<file path="config.mk">
export PLATFORM = sky130hd
export DESIGN_NAME = rxf_addr_filter
export DESIGN_NICKNAME = d
export VERILOG_FILES = /design/src/rtl/rxf_pkg.sv /design/src/rtl/rxf_hdr_capture.sv /design/src/rtl/rxf_sa_match.sv /design/src/rtl/rxf_decide.sv /design/src/rtl/rxf_addr_filter.sv
export SDC_FILE = /design/constraint.sdc
export NUM_CORES = 1
export LEC_CHECK = 0
export BUFFER_PORTS_ARGS = -buffer_cell sky130_fd_sc_hd__buf_2
export CORE_UTILIZATION = 45
export CTS_CLUSTER_DIAMETER = 150
export DETAILED_ROUTE_END_ITERATION = 12
export PLACE_DENSITY = 0.78
export SLEW_MARGIN = 40
export SYNTH_ARGS = -nofsm -noshare
export SYNTH_HDL_FRONTEND = slang
export SYNTH_SLANG_ARGS = --single-unit
</file>
<file path="constraint.sdc">
create_clock -name clk -period 5.71 [get_ports clk]
set_clock_uncertainty 0.1 [all_clocks]
set_input_delay 0.8565 -clock clk [delete_from_list [all_inputs] [get_ports clk]]
set_output_delay 0.8565 -clock clk [all_outputs]
set_load 0.02 [all_outputs]
</file>
<file path="src/rtl/rxf_pkg.sv">
package rxf_pkg;

  localparam int unsigned OCTET_W      = 8;
  localparam int unsigned MAC_OCTETS   = 6;
  localparam int unsigned MAC_W        = MAC_OCTETS * OCTET_W;
  localparam int unsigned ETYPE_OCTETS = 2;
  localparam int unsigned OPC_OCTETS   = 2;
  localparam int unsigned HDR_OCTETS   = 2 * MAC_OCTETS + ETYPE_OCTETS + OPC_OCTETS;
  localparam int unsigned HDR_W        = HDR_OCTETS * OCTET_W;
  localparam int unsigned GROUP_BIT    = MAC_W - OCTET_W;

  localparam int unsigned CFG_W        = 32;
  localparam int unsigned CB_PROMISC   = 0;
  localparam int unsigned CB_DA_INV    = 3;
  localparam int unsigned CB_MC_ALL    = 4;
  localparam int unsigned CB_BC_BLOCK  = 5;
  localparam int unsigned CB_CTL_LO    = 6;
  localparam int unsigned CB_SA_INV    = 8;
  localparam int unsigned CB_SA_DROP   = 9;
  localparam int unsigned CB_RX_ALL    = 31;

  localparam logic [15:0]      CTL_ETYPE = 16'h8808;
  localparam logic [15:0]      PAUSE_OPC = 16'h0001;
  localparam logic [MAC_W-1:0] PAUSE_MC  = 48'h0180_C200_0001;
  localparam logic [MAC_W-1:0] BCAST     = '1;

  typedef enum logic [1:0] {
    CTL_DROP_ALL     = 2'b00,
    CTL_FWD_NO_PAUSE = 2'b01,
    CTL_FWD_ALL      = 2'b10,
    CTL_FWD_FILTERED = 2'b11
  } ctl_policy_e;

  typedef struct packed {
    logic        promisc;
    logic        da_inv;
    logic        mc_all;
    logic        bc_block;
    logic        sa_inv;
    logic        sa_drop;
    logic        rx_all;
    ctl_policy_e ctl;
  } filt_cfg_t;

  typedef struct packed {
    logic [MAC_W-1:0] da;
    logic [MAC_W-1:0] sa;
    logic [15:0]      etype;
    logic [15:0]      opc;
  } hdr_t;

  typedef struct packed {
    logic pass;
    logic da_fail;
    logic sa_fail;
    logic ctl;
    logic pause;
  } verdict_t;

  function automatic filt_cfg_t cfg_unpack(input logic [CFG_W-1:0] w);
    filt_cfg_t c;
    c.promisc  = w[CB_PROMISC];
    c.da_inv   = w[CB_DA_INV];
    c.mc_all   = w[CB_MC_ALL];
    c.bc_block = w[CB_BC_BLOCK];
    c.sa_inv   = w[CB_SA_INV];
    c.sa_drop  = w[CB_SA_DROP];
    c.rx_all   = w[CB_RX_ALL];
    c.ctl      = ctl_policy_e'(w[CB_CTL_LO +: 2]);
    return c;
  endfunction

endpackage

</file>
<file path="src/rtl/rxf_hdr_capture.sv">
module rxf_hdr_capture
  import rxf_pkg::*;
(
  input  logic               clk,
  input  logic               rst_n,
  input  logic               sof,
  input  logic               vld,
  input  logic [OCTET_W-1:0] octet,
  output hdr_t               hdr,
  output logic               hdr_done
);

  localparam int unsigned       CNT_W    = $clog2(HDR_OCTETS + 1);
  localparam logic [CNT_W-1:0]  CNT_FULL = CNT_W'(HDR_OCTETS);
  localparam logic [CNT_W-1:0]  CNT_ONE  = CNT_W'(1);

  logic [CNT_W-1:0] cnt_q, cnt_d;
  logic [HDR_W-1:0] shf_q, shf_d;
  logic             done_q, done_d;
  logic             shift_en;

  // next state
  always_comb begin
    shift_en = vld && (sof || (cnt_q != CNT_FULL));
    cnt_d    = cnt_q;
    shf_d    = shf_q;
    done_d   = 1'b0;
    if (shift_en) begin
      shf_d  = {shf_q[HDR_W-OCTET_W-1:0], octet};
      cnt_d  = sof ? CNT_ONE : cnt_q + CNT_ONE;
      done_d = (cnt_d == CNT_FULL);
    end
  end

  // registers
  always_ff @(posedge clk or negedge rst_n) begin
    if (!rst_n) begin
      cnt_q  <= CNT_FULL;
      done_q <= 1'b0;
      shf_q  <= '0;
    end else begin
      cnt_q  <= cnt_d;
      done_q <= done_d;
      if (shift_en) begin
        shf_q <= shf_d;
      end
    end
  end

  assign hdr      = hdr_t'(shf_q);
  assign hdr_done = done_q;

endmodule

</file>
<file path="src/rtl/rxf_sa_match.sv">
module rxf_sa_match
  import rxf_pkg::*;
#(
  parameter int unsigned NUM_SA = 4
) (
  input  logic [MAC_W-1:0]        sa,
  input  logic [NUM_SA*MAC_W-1:0] tbl,
  input  logic [NUM_SA-1:0]       tbl_en,
  output logic                    sa_hit
);

  logic [NUM_SA-1:0] lane_hit;

  for (genvar g = 0; g < NUM_SA; g++) begin : g_lane
    assign lane_hit[g] = tbl_en[g] && (tbl[g*MAC_W +: MAC_W] == sa);
  end

  assign sa_hit = |lane_hit;

endmodule

</file>
<file path="src/rtl/rxf_decide.sv">
module rxf_decide
  import rxf_pkg::*;
(
  input  hdr_t             hdr,
  input  logic [CFG_W-1:0] cfg_word,
  input  logic [MAC_W-1:0] stn,
  input  logic             sa_hit,
  input  logic             fdx,
  input  logic             fc_en,
  input  logic             up_en,
  output verdict_t         vd,
  output logic             is_bcast
);

  filt_cfg_t cfg;
  logic      is_mcast, da_hit, da_ok, sa_bad, filt_ok;
  logic      is_ctl, pause_da, is_pause, ctl_ok;
  logic      unused_cfg;

  assign unused_cfg = ^{cfg_word[CB_DA_INV-1:1], cfg_word[CB_RX_ALL-1:CB_SA_DROP+1]};

  always_comb begin
    cfg      = cfg_unpack(cfg_word);
    is_bcast = (hdr.da == BCAST);
    is_mcast = hdr.da[GROUP_BIT];
    da_hit   = (hdr.da == stn);

    if (is_bcast) begin
      da_ok = 1'b1;
    end else if (is_mcast && cfg.mc_all) begin
      da_ok = 1'b1;
    end else begin
      da_ok = da_hit ^ cfg.da_inv;
    end

    sa_bad  = cfg.sa_inv ? sa_hit : !sa_hit;
    filt_ok = cfg.promisc || (da_ok && !(cfg.sa_drop && sa_bad));

    is_ctl   = (hdr.etype == CTL_ETYPE);
    pause_da = (hdr.da == PAUSE_MC) || (up_en && da_hit);
    is_pause = is_ctl && (hdr.opc == PAUSE_OPC) && fdx && fc_en && pause_da;

    unique case (cfg.ctl)
      CTL_DROP_ALL:     ctl_ok = 1'b0;
      CTL_FWD_NO_PAUSE: ctl_ok = !is_pause;
      CTL_FWD_ALL:      ctl_ok = 1'b1;
      default:          ctl_ok = filt_ok;
    endcase

    if (is_bcast && cfg.bc_block) begin
      vd.pass = 1'b0;
    end else if (cfg.rx_all) begin
      vd.pass = 1'b1;
    end else if (is_ctl) begin
      vd.pass = ctl_ok;
    end else begin
      vd.pass = filt_ok;
    end

    vd.da_fail = !cfg.promisc && !da_ok;
    vd.sa_fail = !cfg.promisc && sa_bad;
    vd.ctl     = is_ctl;
    vd.pause   = is_pause;
  end

endmodule

</file>
<file path="src/rtl/rxf_addr_filter.sv">
module rxf_addr_filter
  import rxf_pkg::*;
#(
  parameter int unsigned NUM_SA = 4
) (
  input  logic                    clk,
  input  logic                    rst_n,
  input  logic                    hdr_sof,
  input  logic                    hdr_vld,
  input  logic [7:0]              hdr_byte,
  input  logic [31:0]             filt_cfg,
  input  logic [47:0]             stn_addr,
  input  logic [NUM_SA*48-1:0]    sa_tbl,
  input  logic [NUM_SA-1:0]       sa_tbl_en,
  input  logic                    link_fdx,
  input  logic                    rx_fc_en,
  input  logic                    ucast_pause_en,
  output logic                    res_vld,
  output logic                    res_pass,
  output logic                    res_da_fail,
  output logic                    res_sa_fail,
  output logic                    res_ctl,
  output logic                    res_pause
);

  logic     rst_meta_q, rst_sync_n;
  hdr_t     hdr;
  logic     hdr_done;
  logic     sa_hit;
  logic     is_bcast;
  verdict_t vd, vd_out;

  // reset: asserted asynchronously, released on the clock
  always_ff @(posedge clk or negedge rst_n) begin
    if (!rst_n) begin
      rst_meta_q <= 1'b0;
      rst_sync_n <= 1'b0;
    end else begin
      rst_meta_q <= 1'b1;
      rst_sync_n <= rst_meta_q;
    end
  end

  rxf_hdr_capture u_cap (
    .clk      (clk),
    .rst_n    (rst_sync_n),
    .sof      (hdr_sof),
    .vld      (hdr_vld),
    .octet    (hdr_byte),
    .hdr      (hdr),
    .hdr_done (hdr_done)
  );

  rxf_sa_match #(.NUM_SA(NUM_SA)) u_sam (
    .sa     (hdr.sa),
    .tbl    (sa_tbl),
    .tbl_en (sa_tbl_en),
    .sa_hit (sa_hit)
  );

  rxf_decide u_dec (
    .hdr      (hdr),
    .cfg_word (filt_cfg),
    .stn      (stn_addr),
    .sa_hit   (sa_hit),
    .fdx      (link_fdx),
    .fc_en    (rx_fc_en),
    .up_en    (ucast_pause_en),
    .vd       (vd),
    .is_bcast (is_bcast)
  );

  assign vd_out      = hdr_done ? vd : '0;
  assign res_vld     = hdr_done;
  assign res_pass    = vd_out.pass;
  assign res_da_fail = vd_out.da_fail;
  assign res_sa_fail = vd_out.sa_fail;
  assign res_ctl     = vd_out.ctl;
  assign res_pause   = vd_out.pause;

endmodule

</file>
==> results of run 1 <==
[sequential cells by signal (all words and copies together), names as in the netlist]
register,flops
rst_meta_q,1
rst_sync_n,1
u_cap.cnt_q,5
u_cap.hdr,128
u_cap.hdr_done,1
[how the worst min path moves through the flow]
stage,endpoint,slack (ns),depth (start not counted)
after floorplan,rst_sync_n,0.23,0
after global placement,rst_sync_n,0.23,0
after detailed placement,u_cap.hdr[28],0.21,0
after CTS,rst_sync_n,0.09,1
after global routing,rst_meta_q,0.09,1
final,rst_sync_n,0.11,1
[kinds of logic after synthesis]
group / after synthesis / synth area share
compound gates: 48 / 0.0375
mux: 118 / 0.155
xor+xnor: 227 / 0.232
fa+ha+maj: 2 / 0.00292
flops: 136 / 0.398
other cells: 1 / 0.000438
buf+inv: 77 / 0.0434
simple gates: 186 / 0.131
[final cells by class]
class,count,share of cell area
timing repair buffer,278,0.135
clock buffer,24,0.0473
sequential,136,0.322
antenna,11,0.00260
clock inverter,8,0.00661
inverter,19,0.00673
multi-input combinational,582,0.452
tap,234,0.0276
[Yosys cell counts (all sizes together), types with 2 or more instances]
cell / number
buf: 57
nand4: 33
nand2: 20
a22o: 3
inv: 19
o21ai: 24
nor3: 10
nand3b: 2
and4: 2
nand3: 11
o221ai: 2
nor2: 7
and3: 2
nor4: 78
nor4b: 4
ha: 2
or4: 2
o22ai: 3
dfrtp: 135
nand2b: 8
mux2: 118
xor2: 187
xnor2: 40
nor3b: 3
a21oi: 5
[stage by stage]
step | total power, µW | instances | utilization
after global routing | 5050 | 1288 | 0.566
after CTS | 4780 | 1281 | 0.565
after floorplan | 3130 | 795 | -
final | 4790 | 1292 | 0.567
after detailed placement | 3710 | 1249 | 0.534
after global placement | 3650 | 1247 | 0.532
[power groups by stage]
stage	Combinational, µW	Clock [µW]	Sequential [µW]
after CTS	1490	1070	2220
after detailed placement	1470	0	2240
after floorplan	1500	0	1630
after global routing	1650	1110	2290
final	1490	1050	2240
after global placement	1420	0	2220
[per-layer routing]
metal  routed length (µm)  up-vias  track usage
met3                 2070       52       0.0691
met5                   14        -            0
li1                     -     3306            -
met2                13600      319        0.490
met4                  964        2        0.128
met1                11200     3465        0.352
[critical path, cell delays in order (launching register included)]
cell,delay [ns]
dfrtp_1,0.53
xor2_1,0.24
nor4_1,0.59
nand4_1,0.16
nor4_1,0.31
a41o_1,0.19
o31ai_1,0.19
a211oi_2,0.26
buf_2,0.19
==> metrics.txt, run 1 <==
crit path max fanout 6; htree depth 4; Die Height 140 µm; Max-Cap Viols 0; Die X 140 µm; placed inst area 10000 µm²; area of the core 18,700 µm²; Area Growth Syn to Fin 23.8%; most common cell after layout, fill and taps aside buf_2; crit path from u_cap.hdr[75]; Buffers on Ports 273; sequential share of power 0.468; vias in the first global route 7,211; Mean Syn Cell Area roughly 11 µm²; Root Buffer clkbuf_16; Max Fclk between 0.2 and 0.25 GHz; period utilisation layout 0.710; Power Density 452 nW/µm²; highest-count cells in the layout ignoring fill and taps 273 x buf_2, 187 x xor2_1, 134 x dfrtp_1; TritonRoute pass-1 iters 5; number of synthesized flops with an enable pin 0; WL final 27,900 µm; RePlAce Congestion between 0.9 and 1; Reg area 3410 µm²; # IOs 297; synth top area cells dfrtp_1 39%, xor2_1 19%, mux2_2 16%; status completed; die area 19,600 µm²; FF-to-FF setup slack 3.33 ns; sw frac 0.405; # rows 50; layout cell share with drive strength beyond 1 0.420; 1st-iter DRT viols 439; Slew Limit Fails 0; Worst-path clk slew 0.06 ns; Synth Flop Type dfrtp_1; #FFs+latches synth 136; Clock power frac 0.220; hold_ws around 0.11 ns; DRT antenna net count 0; CTS tree done; post-cts resize count 0; multi-input logic area 4800 µm²; min-delay worst type in2async; Crit path required time 4.75 ns; Setup TNS 0 ns; RSZ-0062 raised after global routing no; DR vias just over 7,000; Tightest Pin Transition 0.786 ns; crit path to res_sa_fail; crit path DAT 3.10 ns; Syn Std Cell Area roughly 8600 µm²; Worst R2R Start u_cap.cnt_q[4]; critical path class reg2out; pre-CTS setup slack 1.72 ns; Avg WL per Cell 21.6 µm; Final Setup Violations 0; TritonCTS buffer count 17; Startpoint Class flop; R2R cell count 5; clk buf depth 2; Final min period 4.05 ns; initial antenna violation count 11; Initial Util 0.458; Via density 5.53; net load switching power 1940 µW; Post-CTS Hold Fix Bufs 0; Pint 2850 µW; fill count 1,656; Worst VDD drop 0.266 mV; Remaining DRCs 0; post-synth cell types between 50 and 60; post-synth top area cell dfrtp_1; Post-synth ARST share 1.00; Total Routing Usage GR 0.290; Hold Vio Cnt, Final 0; Yosys top cell area share 0.394; post-route cell area about 11,000 µm²; combinational share of power 0.312; pin count of the biggest net entering global routing 66; Reg2Reg Capture Point u_cap.hdr[81]; HPWL after detailed placement 22,200 µm; CTS sink count roughly 140; Pleak 0.00487 µW; Ys Warns 0; fin worst setup slack between 1.5 and 2 ns; syn_nets 1,088; # Post-CTS Setup Buffers 0; Synth Instances 795; latest clock arrival within the worst-skew pair 0.42 ns; CP endpoint kind output port; first-pass GRT wire length 41,600 µm; register area share after synthesis 0.398; gr ovfl total 0; Layout Nets 1,327; max_slew headroom 0.472
Note: power is estimated with default switching activity, not from simulation.
==> inputs of run 2 (changes only) <==
==> constraint.sdc (replaced) <==
create_clock -name clk -period 4.2 [get_ports clk]
set_clock_uncertainty 0.1 [all_clocks]
set_input_delay 0.63 -clock clk [delete_from_list [all_inputs] [get_ports clk]]
set_output_delay 0.63 -clock clk [all_outputs]
set_load 0.02 [all_outputs]
==> run 2 against run 1 <==
Sequential share of layout area decreased by 0.44 points. Non-clock buffer count increased by 6. Design area increased by 1.4%. Register-to-register slack got worse by 1.6 ns. Clock-buffer cell count decreased by 4. Die area unchanged. Critical path depth unchanged. Setup slack got worse by 1.4 ns. Via count increased by 0.17%. Utilization increased by 0.78 points.
==> metrics.txt, run 2 (synthesis results as in run 1) <==
status completed (unchanged); latest clock arrival within the worst-skew pair 0.42 ns (about the same); die area 19,600 µm² (unchanged); Worst-path clk slew 0.06 ns (about the same); DR vias 7,156 (was 7,144); htree depth 4 (unchanged); crit path max fanout 6 (unchanged); area of the core 18,700 µm² (unchanged); Reg area 3410 µm² (unchanged); Max-Cap Viols 0 (unchanged); Slew Limit Fails 0 (unchanged); Startpoint Class flop (unchanged); Reg2Reg Capture Point u_cap.hdr[48] (was u_cap.hdr[81]); RSZ-0062 raised after global routing no (unchanged); pre-CTS setup slack 0.622 ns (was 1.72 ns); # IOs 297 (unchanged); crit path to res_sa_fail (unchanged); Worst R2R Start u_cap.cnt_q[4] (unchanged); Die Height 140 µm (unchanged); Crit path required time 3.47 ns (was 4.75 ns); Total Routing Usage GR 0.288 (was 0.290); TritonRoute pass-1 iters 5 (unchanged); min-delay worst type reg2async (was in2async); most common cell after layout, fill and taps aside buf_2 (unchanged); Root Buffer clkbuf_16 (unchanged); # rows 50 (unchanged); Remaining DRCs 0 (unchanged); Avg WL per Cell 21.4 µm (was 21.6 µm); vias in the first global route 7,229 (was 7,211); HPWL after detailed placement 22,300 µm (was 22,200 µm); Final Setup Violations 0 (unchanged); Area Growth Syn to Fin 25.5% (was 23.8%); hold_ws 0.0865 ns (was 0.106 ns); Tightest Pin Transition 0.754 ns (was 0.786 ns); post-cts resize count 0 (unchanged); crit path DAT 3.23 ns (was 3.10 ns); DRT antenna net count 0 (unchanged); Setup TNS 0 ns (unchanged); Hold Vio Cnt, Final 0 (unchanged); WL final 27,800 µm (was 27,900 µm); Initial Util 0.458 (unchanged); highest-count cells in the layout ignoring fill and taps 273 x buf_2, 187 x xor2_1, 134 x dfrtp_1 (unchanged); crit path from u_cap.hdr[75] (unchanged); critical path class reg2out (unchanged); Final min period 3.96 ns; Pleak 0.00494 µW (was 0.00487 µW); Layout Nets 1,333 (was 1,327); layout cell share with drive strength beyond 1 0.423 (was 0.420); multi-input logic area 4800 µm² (unchanged); CP endpoint kind output port (unchanged); fill count 1,625 (was 1,656); Largest register FFs 128 (unchanged); first-pass GRT wire length 41,400 µm (was 41,600 µm); CTS tree done (unchanged); 1st-iter DRT viols 443 (was 439); Via density 5.52 (was 5.53); clk buf depth 2 (unchanged); Buffers on Ports 273 (unchanged); R2R cell count 5 (unchanged); Worst VDD drop 0.367 mV (was 0.266 mV); fin worst setup slack 0.237 ns (was 1.66 ns); FF-to-FF setup slack 1.76 ns (was 3.33 ns); TritonCTS buffer count 17 (unchanged); initial antenna violation count 11 (unchanged); gr ovfl total 0 (unchanged); pin count of the biggest net entering global routing 45 (was 66); Max Fclk ~0.25 GHz; period utilisation layout 0.944; RePlAce Congestion 0.948 (was 0.964); max_slew headroom 0.493 (was 0.472); Power Density 625 nW/µm² (was 452 nW/µm²); CTS sink count 136 (unchanged); Die X 140 µm (unchanged)
[run 2: cell types whose count changed in the layout (fill, tap and decap cells not counted), sizes merged]
cell	before	now
buf	278	283
bufinv	1	5
clkbuf	24	20
clkinv	5	3
diode	11	10
dlygate4sd3	0	1
inv	19	21
[run 2: how the worst min path moves through the flow]
stage                         end  slack (ns)  startpoint
floorplan              rst_meta_q        0.23       rst_n
global placement       rst_sync_n        0.24  rst_meta_q
detailed placement  u_cap.hdr[21]        0.09  rst_sync_n
CTS                 u_cap.hdr[21]         0.1  rst_sync_n
global route        u_cap.hdr[19]        0.11  rst_sync_n
finish              u_cap.hdr[19]        0.09  rst_sync_n
[run 2: cell type report]
class / count / share of cell area
diodes: 10 / 0.00233
clock buffers: 20 / 0.0416
clock inverters: 12 / 0.0184
inverters: 19 / 0.00664
multi-input cells: 582 / 0.446
flip-flops and latches: 136 / 0.317
well taps: 234 / 0.0272
repair buffers: 284 / 0.140
[run 2: through the flow]
step	utilization	instances	total power, µW	instance area [µm²]
floorplan	-	795	4260	8560
global placement	0.535	1251	4980	10000
detailed placement	0.538	1254	5060	10100
CTS	0.573	1287	6720	10700
global route	0.574	1294	7080	10700
finish	0.575	1297	6720	10700
[run 2: power breakdown]
part / switching [µW] / total (µW) / internal [µW]
Clock: 564 / 1630 / 1070
Combinational: 886 / 2050 / 1160
Sequential: 1200 / 3040 / 1840
Total: 2650 / 6720 / 4070
[run 2: routing by layer]
metal  routed length, µm  GRT usage  share of wire
met1               11000      0.347           0.39
met2               13500      0.488           0.49
met3                2240     0.0660          0.081
met4                1010      0.142          0.036
met5                  24          0        0.00086
[run 2: repair_timing]
| action | 4_1_cts | 5_1_grt |
|---|---|---|
| buffers inserted | 0 | 0 |
| hold buffers | 1 | 0 |
| hold endpoints to repair | 2 | 0 |
| setup endpoints to repair | 0 | 0 |
[run 2: worst max-delay path, stage by stage (launching register included)]
cell and delay [ns]:
dfrtp_1 0.54, xor2_1 0.24, nor4_1 0.69, nand4_1 0.16, nor4_1 0.35, a41o_1 0.19, o31ai_1 0.19, a211oi_2 0.25
buf_2 0.19
==> inputs of run 3 (changes only) <==
--- a/config.mk
+++ b/config.mk
@@ -6,10 +6,12 @@
 export NUM_CORES = 1
 export LEC_CHECK = 0
 export BUFFER_PORTS_ARGS = -buffer_cell sky130_fd_sc_hd__buf_2
-export CORE_UTILIZATION = 45
+export CELL_PAD_IN_SITES_DETAIL_PLACEMENT = 0
+export CELL_PAD_IN_SITES_GLOBAL_PLACEMENT = 1
+export CORE_UTILIZATION = 39
 export CTS_CLUSTER_DIAMETER = 150
 export DETAILED_ROUTE_END_ITERATION = 12
-export PLACE_DENSITY = 0.78
+export PLACE_DENSITY = 0.87
 export SLEW_MARGIN = 40
 export SYNTH_ARGS = -nofsm -noshare
 export SYNTH_HDL_FRONTEND = slang
==> run 3 against run 2 <==
Sequential cell count is the same. Design area shrank 0.30%. Setup slack better by 0.21 ns. Critical endpoint is now res_pass. Highest routed layer unchanged.
==> metrics.txt, run 3 (synthesis results as in run 1) <==
WP buf/inv 1 (unchanged); TritonRoute pass-1 iters 5 (unchanged); Pwr Total 6610 µW (was 6720 µW); crit path DAT 3.02 ns (was 3.23 ns); highest-count cells in the layout ignoring fill and taps 273 x buf_2, 187 x xor2_1, 134 x dfrtp_1 (unchanged); Layout Cells excl Fill 1,332 (was 1,297); min-delay worst type reg2async (unchanged); Hold Vio Cnt, Final 0 (unchanged); Worst VDD drop 0.277 mV (was 0.367 mV); RePlAce Congestion 0.969 (was 0.948); Final min period 3.75 ns (was 3.96 ns); crit path max fanout 5 (was 6); latest clock arrival within the worst-skew pair 0.43 ns (was 0.42 ns); area of the core 21,300 µm² (was 18,700 µm²); Pleak 0.00489 µW (was 0.00494 µW); Root Buffer clkbuf_16 (unchanged); routed length on met2 14,100 µm (was 13,500 µm); max_slew headroom 0.459 (was 0.493); Max Fclk 0.267 GHz (was 0.252 GHz); Crit path required time 3.47 ns (about the same); slowest CP cell nor4_1 (unchanged); Die Height 150 µm (was 140 µm); htree depth 4 (unchanged); Total Routing Usage GR 0.259 (was 0.288); most used cell, CP nor4_1 (unchanged); slowest stage delay, CP 0.64 ns (was 0.69 ns); Largest delay share family, worst path simple AND/OR/NAND/NOR gates (unchanged); gr ovfl total 0 (unchanged); Max-Cap Viols 0 (unchanged); CTS tree done (unchanged); most common cell after layout, fill and taps aside buf_2 (unchanged); Worst-path clk slew 0.06 ns (about the same); Buffers on Ports 273 (unchanged); metal3 WL 2270 µm (was 2240 µm); Final Setup Violations 0 (unchanged); vias in the first global route 7,292 (was 7,229); first-pass GRT wire length 42,100 µm (was 41,400 µm); Largest register FFs 128 (unchanged); HPWL after detailed placement 23,300 µm (was 22,300 µm); Initial Util 0.402 (was 0.458); CP cell instances nor4_1 -> nand4_1 -> nor4_1 -> o21ai_0 -> a31o_2 -> o21bai_1 -> o21ai_1 -> buf_2 (was xor2_1 -> nor4_1 -> nand4_1 -> nor4_1 -> a41o_1 -> o31ai_1 -> a211oi_2 -> buf_2); Layout Nets 1,331 (was 1,333); Avg WL per Cell 21.9 µm (was 21.4 µm); CP endpoint kind output port (unchanged); placed cells 1,293 (was 1,254); TritonCTS buffer count 17 (unchanged); Slew Limit Fails 0 (unchanged); pin count of the biggest net entering global routing 78 (was 45); clk buf depth 2 (unchanged); Die X 150 µm (was 140 µm); WL final 29,100 µm (was 27,800 µm); Via density 5.44 (was 5.52); Startpoint Class flop (unchanged); M1 WL 11,600 µm (was 11,000 µm); layout cell share with drive strength beyond 1 0.424 (was 0.423); RSZ-0062 raised after global routing no (unchanged); # IOs 297 (unchanged); Tightest Pin Transition 0.812 ns (was 0.754 ns); # Post-CTS Setup Buffers 0 (unchanged); # rows 53 (was 50); Setup TNS 0 ns (unchanged); period utilisation layout 0.893 (was 0.944); initial antenna violation count 5 (was 11); 1st-iter DRT viols 405 (was 443); die area 22,600 µm² (was 19,600 µm²); DRT antenna net count 0 (unchanged); critical path class reg2out (unchanged); CTS sink count 136 (unchanged); Power Density 617 nW/µm² (was 625 nW/µm²); uppermost layer routed met5 (unchanged); Area Growth Syn to Fin 25.1% (was 25.5%); Remaining DRCs 0 (unchanged); DR vias 7,246 (was 7,156); status completed (unchanged)
[run 3: cell types whose count changed in the layout (fill, tap and decap cells not counted), moves of 2 or more]
| cell | previous run | this run |
|---|---|---|
| diode_2 | 10 | 6 |
| bufinv_16 | 5 | 2 |
| clkinv_4 | 0 | 3 |
| clkbuf_1 | 2 | 0 |
| clkinvlp_4 | 2 | 4 |
[run 3: final timing paths]
| kind | startpoint | to | slack [ns] | depth (start not counted) |
|---|---|---|---|---|
| min in group clk | rst_meta_q | rst_sync_n | 0.25 | 0 |
| setup / recovery | u_cap.hdr[116] | res_pass | 0.45 | 8 |
| setup reg to reg | u_cap.cnt_q[4] | u_cap.hdr[66] | 1.78 | 5 |
| max in group asynchronous | rst_sync_n | u_cap.cnt_q[4] | 3.00 | 2 |
| hold reg to reg | rst_sync_n | u_cap.hdr[59] | 0.14 | 0 |
| hold / removal | rst_sync_n | u_cap.hdr[59] | 0.14 | 0 |
[run 3: report_power, final]
group          internal [µW]  switching [µW]  total [µW]
clock network            908             594        1500
registers               1840            1170        3010
logic                   1160             935        2100
total                   3910            2700        6610
[run 3: cell type report]
cell class / count / area [µm²]
inverters: 19 / 71.3
fillers: 1999 / 10600
well taps: 275 / 344
diodes: 6 / 15.0
repair buffers: 282 / 1480
flip-flops and latches: 136 / 3410
multi-input cells: 582 / 4800
clock buffers: 19 / 453
clock inverters: 13 / 144
[run 3: routing by layer]
layer / GRT usage / vias up
li1: - / 3313
met1: 0.308 / 3525
met2: 0.434 / 333
met3: 0.0615 / 71
met4: 0.132 / 4
met5: 0 / -
[run 3: through the flow]
step | area (µm²) | setup slack, ns | utilization | hold WS, ns
detailed placement | 10100 | 0.711 | 0.474 | 0.136
CTS | 10700 | 0.374 | 0.502 | 0.145
finish | 10700 | 0.451 | 0.503 | 0.141
floorplan | 8560 | 0.0320 | - | 0.231
global placement | 10000 | 0.708 | 0.472 | 0.237
global route | 10700 | 0.273 | 0.503 | 0.163
[run 3: worst register-to-register path: stages (launching register included)]
cell,delay (ns)
dfstp_2,0.56
nand2b_1,0.07
or2_2,0.31
o21ai_4,0.17
buf_4,0.66
mux2_2,0.45
[run 3: timing repair]
action                    CTS  global route
hold buffers                1             0
hold endpoints to repair    2             0
gates resized for setup     0             0
